## config.mk

```make
export PLATFORM = sky130hd
export DESIGN_NAME = char_framer
export DESIGN_NICKNAME = d
export VERILOG_FILES = /design/src/rtl/char_framer_pkg.sv /design/src/rtl/cf_window.sv /design/src/rtl/cf_qualify.sv /design/src/rtl/char_framer.sv
export SDC_FILE = /design/constraint.sdc
export NUM_CORES = 1
export LEC_CHECK = 0
export ABC_AREA = 1
export BUFFER_PORTS_ARGS = -buffer_cell sky130_fd_sc_hd__buf_2
export CAP_MARGIN = 10
export CORE_ASPECT_RATIO = 0.75
export CORE_UTILIZATION = 40
export DETAILED_ROUTE_END_ITERATION = 10
export SETUP_SLACK_MARGIN = 0.5
export SLEW_MARGIN = 40
export SYNTH_ARGS = -nofsm -noshare
export SYNTH_HDL_FRONTEND = slang
export SYNTH_SLANG_ARGS = --single-unit
```

## constraint.sdc

```tcl
create_clock -name clk -period 3.6 [get_ports clk]
set_input_delay 0.72 -clock clk [delete_from_list [all_inputs] [get_ports clk]]
set_output_delay 0.72 -clock clk [all_outputs]
set_load 0.02 [all_outputs]
```

## src/rtl/char_framer_pkg.sv

```systemverilog
package char_framer_pkg;

    typedef enum logic [1:0] {
        FM_EVERY = 2'b00,
        FM_RUN   = 2'b01,
        FM_PAIR  = 2'b10,
        FM_HOLD  = 2'b11
    } fmode_t;

    typedef enum logic [1:0] {
        Q_HUNT = 2'b00,
        Q_RUN  = 2'b01,
        Q_PAIR = 2'b10
    } qstate_t;

    localparam fmode_t FM_AT_RESET = FM_PAIR;

endpackage

```

## src/rtl/cf_window.sv

```systemverilog
module cf_window #(
    parameter int W  = 10,
    parameter int HW = 2 * W - 1
) (
    input  logic          clk,
    input  logic          rst_n,
    input  logic          step,
    input  logic          bit_in,
    input  logic [W-1:0]  pattern,
    output logic [HW-1:0] hist_nx,
    output logic          hit
);

    logic [HW-1:0] hist_q;

    always_comb begin
        hist_nx = {hist_q[HW-2:0], bit_in};
        hit     = (hist_nx[W-1:0] == pattern);
    end

    always_ff @(posedge clk) begin
        if (!rst_n)
            hist_q <= '0;
        else if (step)
            hist_q <= hist_nx;
    end

endmodule

```

## src/rtl/cf_qualify.sv

```systemverilog
module cf_qualify
    import char_framer_pkg::*;
#(
    parameter int W       = 10,
    parameter int SPAN    = 50,
    parameter int RUN_LEN = 4,
    parameter int PH_W    = $clog2(W)
) (
    input  logic            clk,
    input  logic            rst_n,
    input  logic            step,
    input  logic            enable,
    input  fmode_t          mode,
    input  logic            hit,
    input  logic [PH_W-1:0] ph_nx,
    output logic            take
);

    localparam int GAP_MAX = (SPAN - W) / W;
    localparam int CMAX    = (RUN_LEN > GAP_MAX) ? RUN_LEN : GAP_MAX;
    localparam int CNT_W   = $clog2(CMAX + 1);
    localparam logic [CNT_W-1:0] RUN_LAST = CNT_W'(RUN_LEN - 1);
    localparam logic [CNT_W-1:0] GAP_LAST = CNT_W'(GAP_MAX - 1);

    qstate_t         st_q, st_nx;
    logic [CNT_W-1:0] cnt_q, cnt_nx;
    logic [PH_W-1:0]  cand_q, cand_nx;
    logic             at_cand;

    always_ff @(posedge clk) begin
        if (!rst_n) begin
            st_q   <= Q_HUNT;
            cnt_q  <= '0;
            cand_q <= '0;
        end else begin
            st_q   <= st_nx;
            cnt_q  <= cnt_nx;
            cand_q <= cand_nx;
        end
    end

    always_comb begin
        st_nx   = st_q;
        cnt_nx  = cnt_q;
        cand_nx = cand_q;
        take    = 1'b0;
        at_cand = (ph_nx == cand_q);
        if (!enable) begin
            st_nx = Q_HUNT;
        end else if (step) begin
            unique case (st_q)
                Q_HUNT: begin
                    if (hit) begin
                        case (mode)
                            FM_EVERY: take = 1'b1;
                            FM_RUN: begin
                                st_nx   = Q_RUN;
                                cnt_nx  = CNT_W'(1);
                                cand_nx = ph_nx;
                            end
                            FM_PAIR: begin
                                st_nx   = Q_PAIR;
                                cnt_nx  = '0;
                                cand_nx = ph_nx;
                            end
                            FM_HOLD: ;
                        endcase
                    end
                end
                Q_RUN: begin
                    if (mode != FM_RUN) begin
                        st_nx = Q_HUNT;
                    end else if (hit && at_cand) begin
                        if (cnt_q == RUN_LAST) begin
                            take  = 1'b1;
                            st_nx = Q_HUNT;
                        end else begin
                            cnt_nx = cnt_q + 1'b1;
                        end
                    end else if (hit) begin
                        cand_nx = ph_nx;
                        cnt_nx  = CNT_W'(1);
                    end else if (at_cand) begin
                        st_nx = Q_HUNT;
                    end
                end
                Q_PAIR: begin
                    if (mode != FM_PAIR) begin
                        st_nx = Q_HUNT;
                    end else if (hit && at_cand) begin
                        take  = 1'b1;
                        st_nx = Q_HUNT;
                    end else if (hit) begin
                        cand_nx = ph_nx;
                        cnt_nx  = '0;
                    end else if (at_cand) begin
                        if (cnt_q == GAP_LAST)
                            st_nx = Q_HUNT;
                        else
                            cnt_nx = cnt_q + 1'b1;
                    end
                end
                default: st_nx = Q_HUNT;
            endcase
        end
    end

endmodule

```

## src/rtl/char_framer.sv

```systemverilog
module char_framer
    import char_framer_pkg::*;
#(
    parameter int CHAR_W    = 10,
    parameter int SPAN_BITS = 50,
    parameter int RUN_LEN   = 4,
    parameter int OFF_W     = $clog2(CHAR_W)
) (
    input  logic              clk,
    input  logic              rst_n,
    input  logic              mode_we,
    input  logic [1:0]        mode_in,
    input  logic              enable,
    input  logic [CHAR_W-1:0] pattern,
    input  logic              bit_vld,
    input  logic              bit_in,
    output logic [CHAR_W-1:0] char_out,
    output logic              char_vld,
    output logic [OFF_W-1:0]  offset,
    output logic              reframe
);

    localparam int HIST_W = 2 * CHAR_W - 1;
    localparam logic [OFF_W-1:0] LAST = OFF_W'(CHAR_W - 1);

    fmode_t            mode_q;
    logic [OFF_W-1:0]  ph_q, ph_nx, off_nx;
    logic [HIST_W-1:0] hist_nx;
    logic              hit, take, snap, realign;

    cf_window #(.W(CHAR_W), .HW(HIST_W)) u_win (
        .clk     (clk),
        .rst_n   (rst_n),
        .step    (bit_vld),
        .bit_in  (bit_in),
        .pattern (pattern),
        .hist_nx (hist_nx),
        .hit     (hit)
    );

    cf_qualify #(.W(CHAR_W), .SPAN(SPAN_BITS), .RUN_LEN(RUN_LEN), .PH_W(OFF_W)) u_qual (
        .clk    (clk),
        .rst_n  (rst_n),
        .step   (bit_vld),
        .enable (enable),
        .mode   (mode_q),
        .hit    (hit),
        .ph_nx  (ph_nx),
        .take   (take)
    );

    always_ff @(posedge clk) begin
        if (!rst_n)
            mode_q <= FM_AT_RESET;
        else if (mode_we)
            mode_q <= fmode_t'(mode_in);
    end

    always_comb begin
        ph_nx  = (ph_q == LAST) ? '0 : ph_q + 1'b1;
        snap   = take && (mode_q == FM_EVERY);
        off_nx = offset;
        if (take)
            off_nx = snap ? '0 : LAST - ph_nx;
        if (snap)
            realign = (ph_nx != LAST) || (offset != '0);
        else
            realign = take && (off_nx != offset);
    end

    always_ff @(posedge clk) begin
        if (!rst_n) begin
            ph_q     <= LAST;
            offset   <= '0;
            char_out <= '0;
            char_vld <= 1'b0;
            reframe  <= 1'b0;
        end else begin
            char_vld <= 1'b0;
            reframe  <= 1'b0;
            if (bit_vld) begin
                ph_q    <= snap ? LAST : ph_nx;
                offset  <= off_nx;
                reframe <= realign;
                if (ph_nx == LAST) begin
                    char_vld <= 1'b1;
                    char_out <= hist_nx[off_nx +: CHAR_W];
                end
            end
        end
    end

endmodule

```

==> results.yml, run 1 <==
clock_tree:
  hold_buffers: 0
  cts_root_buffer: "clkbuf_16"
  cts_num_sinks: 49
  clk_latency_ps: 300
  max-clock-path-buffers: 2
  clk_pin_slew_ps: 70
  cts_tree: "yes"
  numCtsBuffers: 5
  htreeDepth: 2
logic_synthesis:
  synth.net_count: 549
  yosys_warnings: 0
  synthAdderAreaFrac: 0.0316
  yosys_most_used_dff: "dfxtp_1"
  synthMuxAreaShare: 0
  synth_edf_count: 0
  syn_area_um2: 3560
  yosysUniqueCellTypes: 41
  synthArstFlopShare: 0
  synth_area_leaders: "dfxtp_1 28%, nand2_1 11%, nand3_1 9.6%, inv_1 5.6%, o21ai_0 5.5%"
  synth_seq_area_share: 0.275
  synth-simple-area-share: 0.389
  synthCells: 522
  post-synth-top-area-fraction: 0.275
  synth.avg_cell_area_um2: 6.83
  synth_top_family_by_area: "simple AND/OR/NAND/NOR gates"
  synth-seq-cells: 49
  synth-xor-area-share: 0.0197
  yosysTopAreaCell: "dfxtp_1"
  synth-compound-area-share: 0.173
timing:
  rsz0062_at_grt: "yes"
  min_period_ps: 2840
  worst_slew_pin_slew_ps: 645
  fin_skew_ps: 5.65
  final-setup-viol-count: 0
  whs_ps: 441
  tns_ps: 0
  max_freq_mhz: 352
  final_hold_viol_count: 0
  report.final.slew_viol_count: 0
  slew_headroom: 0.559
  fin_crit_sh: 0.790
grt:
  grt_pass1_vias: 3125
  grt_max_degree: 45
  grt_pass1_wl_um: 15300
  gr-usage-all-layers: 0.206
  grt_remaining_overflow: 0
  antenna_found_initial: 0
route:
  ant_nets: 0
  drc: 2
  wl_met3_um: 391
  dr.pass1.iters: 8
  met1_length_um: 4890
  wl_per_cell_um: 13.9
  first_iter_violations: 248
  num_vias: 3468
  drt_wl_total_um: 9070
  routed.top_layer: "met4"
  vias_per_cell: 5.31
  wl_met2_um: 3690
layout:
  synthToLayoutAreaGrowth_pct: 9.87
  fillerInstances: 890
  final-seq-area_um2: 981
  final_nets: 572
  multi_input_area_um2: 2210
  final_cells: 653
  postLayoutCoreUtil: 0.457
  diodes: 0
  drive_gt1_frac: 0.198
run_status:
  violations: "DRC"
  outcome: "finished, violations left"
setup_path:
  path_buf_inv: 1
  path_class: "flop to flop"
  critical_path_arrival_ps: 3070
  crit_path_end_kind: "flop"
  critPathLaunchType: "flop"
  cpPeakStageDelay_ps: 620
  reg2reg_depth: 12
  cp_slowest_cell: "dfxtp_1"
  worst-path-stages: 12
  required_ps: 3830
  cp_max_fo: 13
  critPathTopFamily: "simple AND/OR/NAND/NOR gates"
  crit_chain: "nand3_2, nand2_1, nand3_2, nand2_2, nand2_2, nand4_4, a21oi_2, o21ai_2, inv_2, nand3_1, nand3_1, a21boi_1"
power:
  vdd_ir_drop_max_v: 0.000221
  p_leak_uw: 0.00182
  powerDensity_nw_per_um2: 328
die:
  rows: 29
  top_level_ports: 34
  dieHeight_um: 83.7
  start_util: 0.416
  die_w_um: 111
  die_area_um2: 9290
  core-area_um2: 8560
hold_path:
  hold_depth: 2
  min_path_type: "flop to flop"
place:
  gp_congestion: 0.841
  hpwl_um: 6710
  io_buffers: 33
  dp.cells: 645
run:
  cap_violations: 0
repair_timing:
action                     in CTS  in global routing
setup endpoints to repair       0                 10
resized for setup               0                  4
setup buffers                   0                  0
cells in the mapped netlist, types with 2 or more instances:
master / count
nand2_1: 109
nand3_1: 68
inv_1: 53
dfxtp_1: 49
o21ai_0: 39
a21oi_1: 34
nor2_1: 28
nand2_2: 15
nand3_2: 14
clkbuf_1: 10
inv_2: 10
nand2_4: 10
o21a_1: 10
ha_1: 9
nand4_1: 7
xor2_1: 6
a21boi_1: 5
buf_4: 5
a21oi_2: 4
buf_6: 4
o211ai_1: 4
nor2_2: 3
o21ai_1: 3
o22ai_1: 3
nand4_4: 2
nor2_4: 2
xnor2_1: 2
power by group:
| part | total, µW | internal (µW) | switching [µW] | leakage (µW) |
|---|---|---|---|---|
| sequential | 587 | 565 | 21.4 | 0.000400 |
| clock | 484 | 274 | 210 | 0.0000700 |
| combinational | 213 | 72.3 | 141 | 0.00135 |
| total | 1280 | 911 | 372 | 0.00182 |
final timing paths:
| kind | endpoint | slack, ps | startpoint |
|---|---|---|---|
| setup / recovery | char_out[9] | 760 | ph_q[0] |
| hold / removal | u_qual.cnt_q[2] | 440 | u_qual.cnt_q[2] |
| setup reg to reg | char_out[9] | 760 | ph_q[0] |
| hold reg to reg | u_qual.cnt_q[2] | 440 | u_qual.cnt_q[2] |
per-layer routing:
layer	global-route usage	up-vias
met5	0	-
met4	0.0548	0
met3	0.0392	7
met2	0.304	82
met1	0.303	1604
li1	-	1775
tightest hold or removal path, stage by stage, from the launching register on:
cell and delay (ps):
dfxtp_1 310, nand2_1 50, a21oi_1 40
metrics by stage:
step / area, µm² / setup WS (ps) / power [µW]
2_1_floorplan: 3560 / 1130 / 752
3_3_place_gp: 3740 / 585 / 807
3_5_place_dp: 3740 / 540 / 809
4_1_cts: 3880 / 724 / 1290
5_1_grt: 3920 / 491 / 1350
6_report: 3920 / 757 / 1280
registers in the layout, indices dropped and copies added (netlist names):
| register | cells |
|---|---|
| u_qual.st_q | 2 |
| u_win.hist_q | 18 |
| u_qual.cand_q | 4 |
| offset | 4 |
| char_vld | 1 |
| reframe | 1 |
| char_out | 10 |
| ph_q | 4 |
| u_qual.cnt_q | 3 |
| mode_q | 2 |
cells in the final DEF (no fill, tap or decap), drive strengths merged:
| cell | instances |
|---|---|
| a2111oi | 1 |
| a211oi | 1 |
| a21boi | 5 |
| a21oi | 38 |
| a31oi | 1 |
| and3 | 1 |
| buf | 36 |
| clkbuf | 7 |
| dfxtp | 49 |
| ha | 9 |
| inv | 65 |
| nand2 | 136 |
| nand3 | 82 |
| nand4 | 9 |
| nor2 | 34 |
| nor3 | 1 |
| nor4 | 1 |
| o211ai | 4 |
| o21a | 10 |
| o21ai | 43 |
| o22ai | 3 |
| o41ai | 1 |
| xnor2 | 2 |
| xor2 | 6 |
final cells by class:
class | instances | area share
clock buffer | 7 | 0.0364
inverter | 65 | 0.0649
multi-input combinational | 388 | 0.566
sequential | 49 | 0.251
tap | 108 | 0.0345
timing repair buffer | 36 | 0.0479
logic make-up (layout without fill, tap and decap cells):
family                   count (synthesis)  after routing
adder cells (fa/ha/maj)                  9              9
XOR/XNOR                                 8              8
AO/OA/AOI/OAI                          107            107
flip-flops                              49             49
buffers and inverters                   86            108
AND/OR/NAND/NOR                        263            264
Power figures use the tool's default switching activity.
==> run 2, diff against run 1 <==
ABC_AREA = 0   (was 1)
clock period = 2.5 ns   (was 3.6 ns; I/O delays follow)
==> results.yml, run 2 <==
timing:
  rsz0062_at_grt: "yes"
  slew_headroom: 0.611
  fin_crit_sh: 1.33
  min_period_ps: 3320
  max_freq_mhz: 301
  report.final.slew_viol_count: 0
  worst_slew_pin_slew_ps: 583
  final-setup-viol-count: 19
  fin_skew_ps: 12.5
  whs_ps: 421
  final_hold_viol_count: 0
  setup_ws_ps: -820
grt:
  grt_max_degree: 33
  antenna_found_initial: 0
  grt_pass1_vias: 3137
  grt_remaining_overflow: 0
  gr-usage-all-layers: 0.236
  grt_pass1_wl_um: 16000
setup_path:
  cp_max_fo: 10
  path_class: "flop to flop"
  crit_path_start: "u_qual.st_q[1]"
  crit_chain: "ha_4, nand3b_1, nand3b_1, or4_4, a2111oi_4, a211oi_2, a311oi_4, buf_12, mux2_2, mux4_2, a21oi_2, nor2_1"
  worst-path-stages: 12
  r2r-start: "u_qual.st_q[1]"
  path_buf_inv: 1
  required_ps: 2720
  crit_path_end: "char_out[9]"
  critPathTopFamily: "simple AND/OR/NAND/NOR gates"
  cp_slowest_cell: "mux4_2"
  worstReg2RegEnd: "char_out[9]"
  cp_common_cell: "nand3b_1"
  critPathLaunchType: "flop"
  ff2ff_setup_slack_ps: -820
  reg2reg_depth: 12
  crit_path_end_kind: "flop"
  critical_path_arrival_ps: 3540
  cpPeakStageDelay_ps: 490
logic_synthesis:
  synthCells: 370
  syn_area_um2: 3290
  synth.net_count: 397
  post-synth-top-area-fraction: 0.298
  synth.avg_cell_area_um2: 8.88
  synth_edf_count: 0
  yosysMostFrequentCell: "mux2i_1"
  synthArstFlopShare: 0
  yosysTopAreaCell: "dfxtp_1"
  synth_seq_area_share: 0.298
  synth-seq-cells: 49
  yosys_warnings: 0
  yosysUniqueCellTypes: 58
  synthTopCellsByCount: "52 x mux2i_1, 49 x dfxtp_1, 33 x nor2b_1, 29 x nand2_1, 18 x o21ai_0"
  synth_area_leaders: "dfxtp_1 30%, mux2i_1 16%, nor2b_1 6.3%, xnor2_1 4.3%, ha_1 3.4%"
  yosys_most_used_dff: "dfxtp_1"
layout:
  largest_reg_flops: 18
  final_nets: 521
  synthToLayoutAreaGrowth_pct: 48.3
  mostFrequentLayoutCell: "buf_4"
  mostFrequentLayoutCells: "83 x buf_4, 45 x mux2i_1, 39 x dfxtp_1, 33 x nor2b_1, 33 x buf_2"
  fin_area_um2: 4870
  top_regs: "u_win.hist_q: 18 flops, char_out: 10 flops"
  diodes: 0
  regMostFlops: "u_win.hist_q"
  drive_gt1_frac: 0.467
clock_tree:
  cts_num_sinks: 49
  numCtsBuffers: 5
  cts_root_buffer: "clkbuf_8"
  htreeDepth: 2
  clk_latency_ps: 310
  cts_tree: "yes"
  clk_pin_slew_ps: 110
  max-clock-path-buffers: 2
  hold_buffers: 0
place:
  io_buffers: 33
  pre_cts_slack_ps: -987
  hpwl_um: 7120
  gp_congestion: 0.874
  place_area_um2: 4280
run:
  cap_violations: 0
die:
  top_level_ports: 34
  rows: 28
  core-area_um2: 7920
  start_util: 0.415
  dieHeight_um: 80.5
  die_w_um: 107
  die_area_um2: 8590
route:
  wl_per_cell_um: 16.5
  first_iter_violations: 212
  dr.pass1.iters: 4
  ant_nets: 0
  drc: 0
  drt_wl_total_um: 9910
  vias_per_cell: 5.40
  num_vias: 3240
run_status:
  violations: "setup timing"
  outcome: "finished, violations left"
power:
  power_uw: 1760
  vdd_ir_drop_max_v: 0.000265
  p_leak_uw: 0.00206
  powerDensity_nw_per_um2: 361
hold_path:
  hold_depth: 3
  min_path_type: "input pin to flop"
## run 2: worst reg2reg max path: cells and delay by family, from the launching register on
family	cells	cell delay, ps
simple gates	4	940
compound gates	4	730
flops	1	380
fa+ha+maj	1	150
mux	2	830
buf+inv	1	180
## run 2: repair_timing
action / 4_1_cts / 5_1_grt
setup endpoints to repair: 29 / 29
setup buffers: 7 / 5
cloned: 0 / 1
resized for setup: 61 / 33
pin swaps: 36 / 15
## run 2: worst min-delay path by stage
stage	start	endpoint	slack [ps]
floorplan	u_qual.cnt_q[2]	u_qual.cnt_q[2]	440
global placement	char_out[5]	char_out[5]	450
detailed placement	u_qual.cnt_q[2]	u_qual.cnt_q[2]	460
CTS	mode_in[1]	mode_q[1]	420
global route	mode_in[1]	mode_q[1]	440
finish	mode_in[1]	mode_q[1]	420
## run 2: cells by family (layout without fill, tap and decap cells)
group           count (synthesis)  after routing  share of synthesized area
compound gates                 76             76                      0.169
buf+inv                        30            154                     0.0388
simple gates                  125            126                      0.210
xor+xnor                       20             20                     0.0533
flops                          49             49                      0.298
fa+ha+maj                       9              9                     0.0343
mux                            61             61                      0.196
## run 2: stage by stage
step	TNS (ps)	std cells	util
final	-8840	600	0.616
after floorplan	-7270	370	-
after CTS	-8940	594	0.592
after global placement	-10220	579	0.540
after detailed placement	-11490	579	0.540
after global routing	-10980	600	0.616
## run 2: final cells by class
class	count	area, µm²
fillers	690	3040
multi-input cells	292	2590
repair buffers	134	1010
flip-flops and latches	49	1000
well taps	105	131
clock buffers	5	68.8
inverters	12	47.5
clock inverters	3	26.3
## run 2: layer usage
metal	routed length (µm)	global-route usage
met1	4860	0.334
met2	4420	0.374
met3	604	0.0479
met4	30	0.0370
met5	0	0
## run 2: where the power goes
| part | switching, µW | internal, µW | total [µW] | leakage (µW) |
|---|---|---|---|---|
| Clock | 315 | 205 | 519 | 0.0000423 |
| Combinational | 207 | 228 | 435 | 0.00162 |
| Sequential | 11.8 | 794 | 806 | 0.000401 |
| Total | 534 | 1230 | 1760 | 0.00206 |
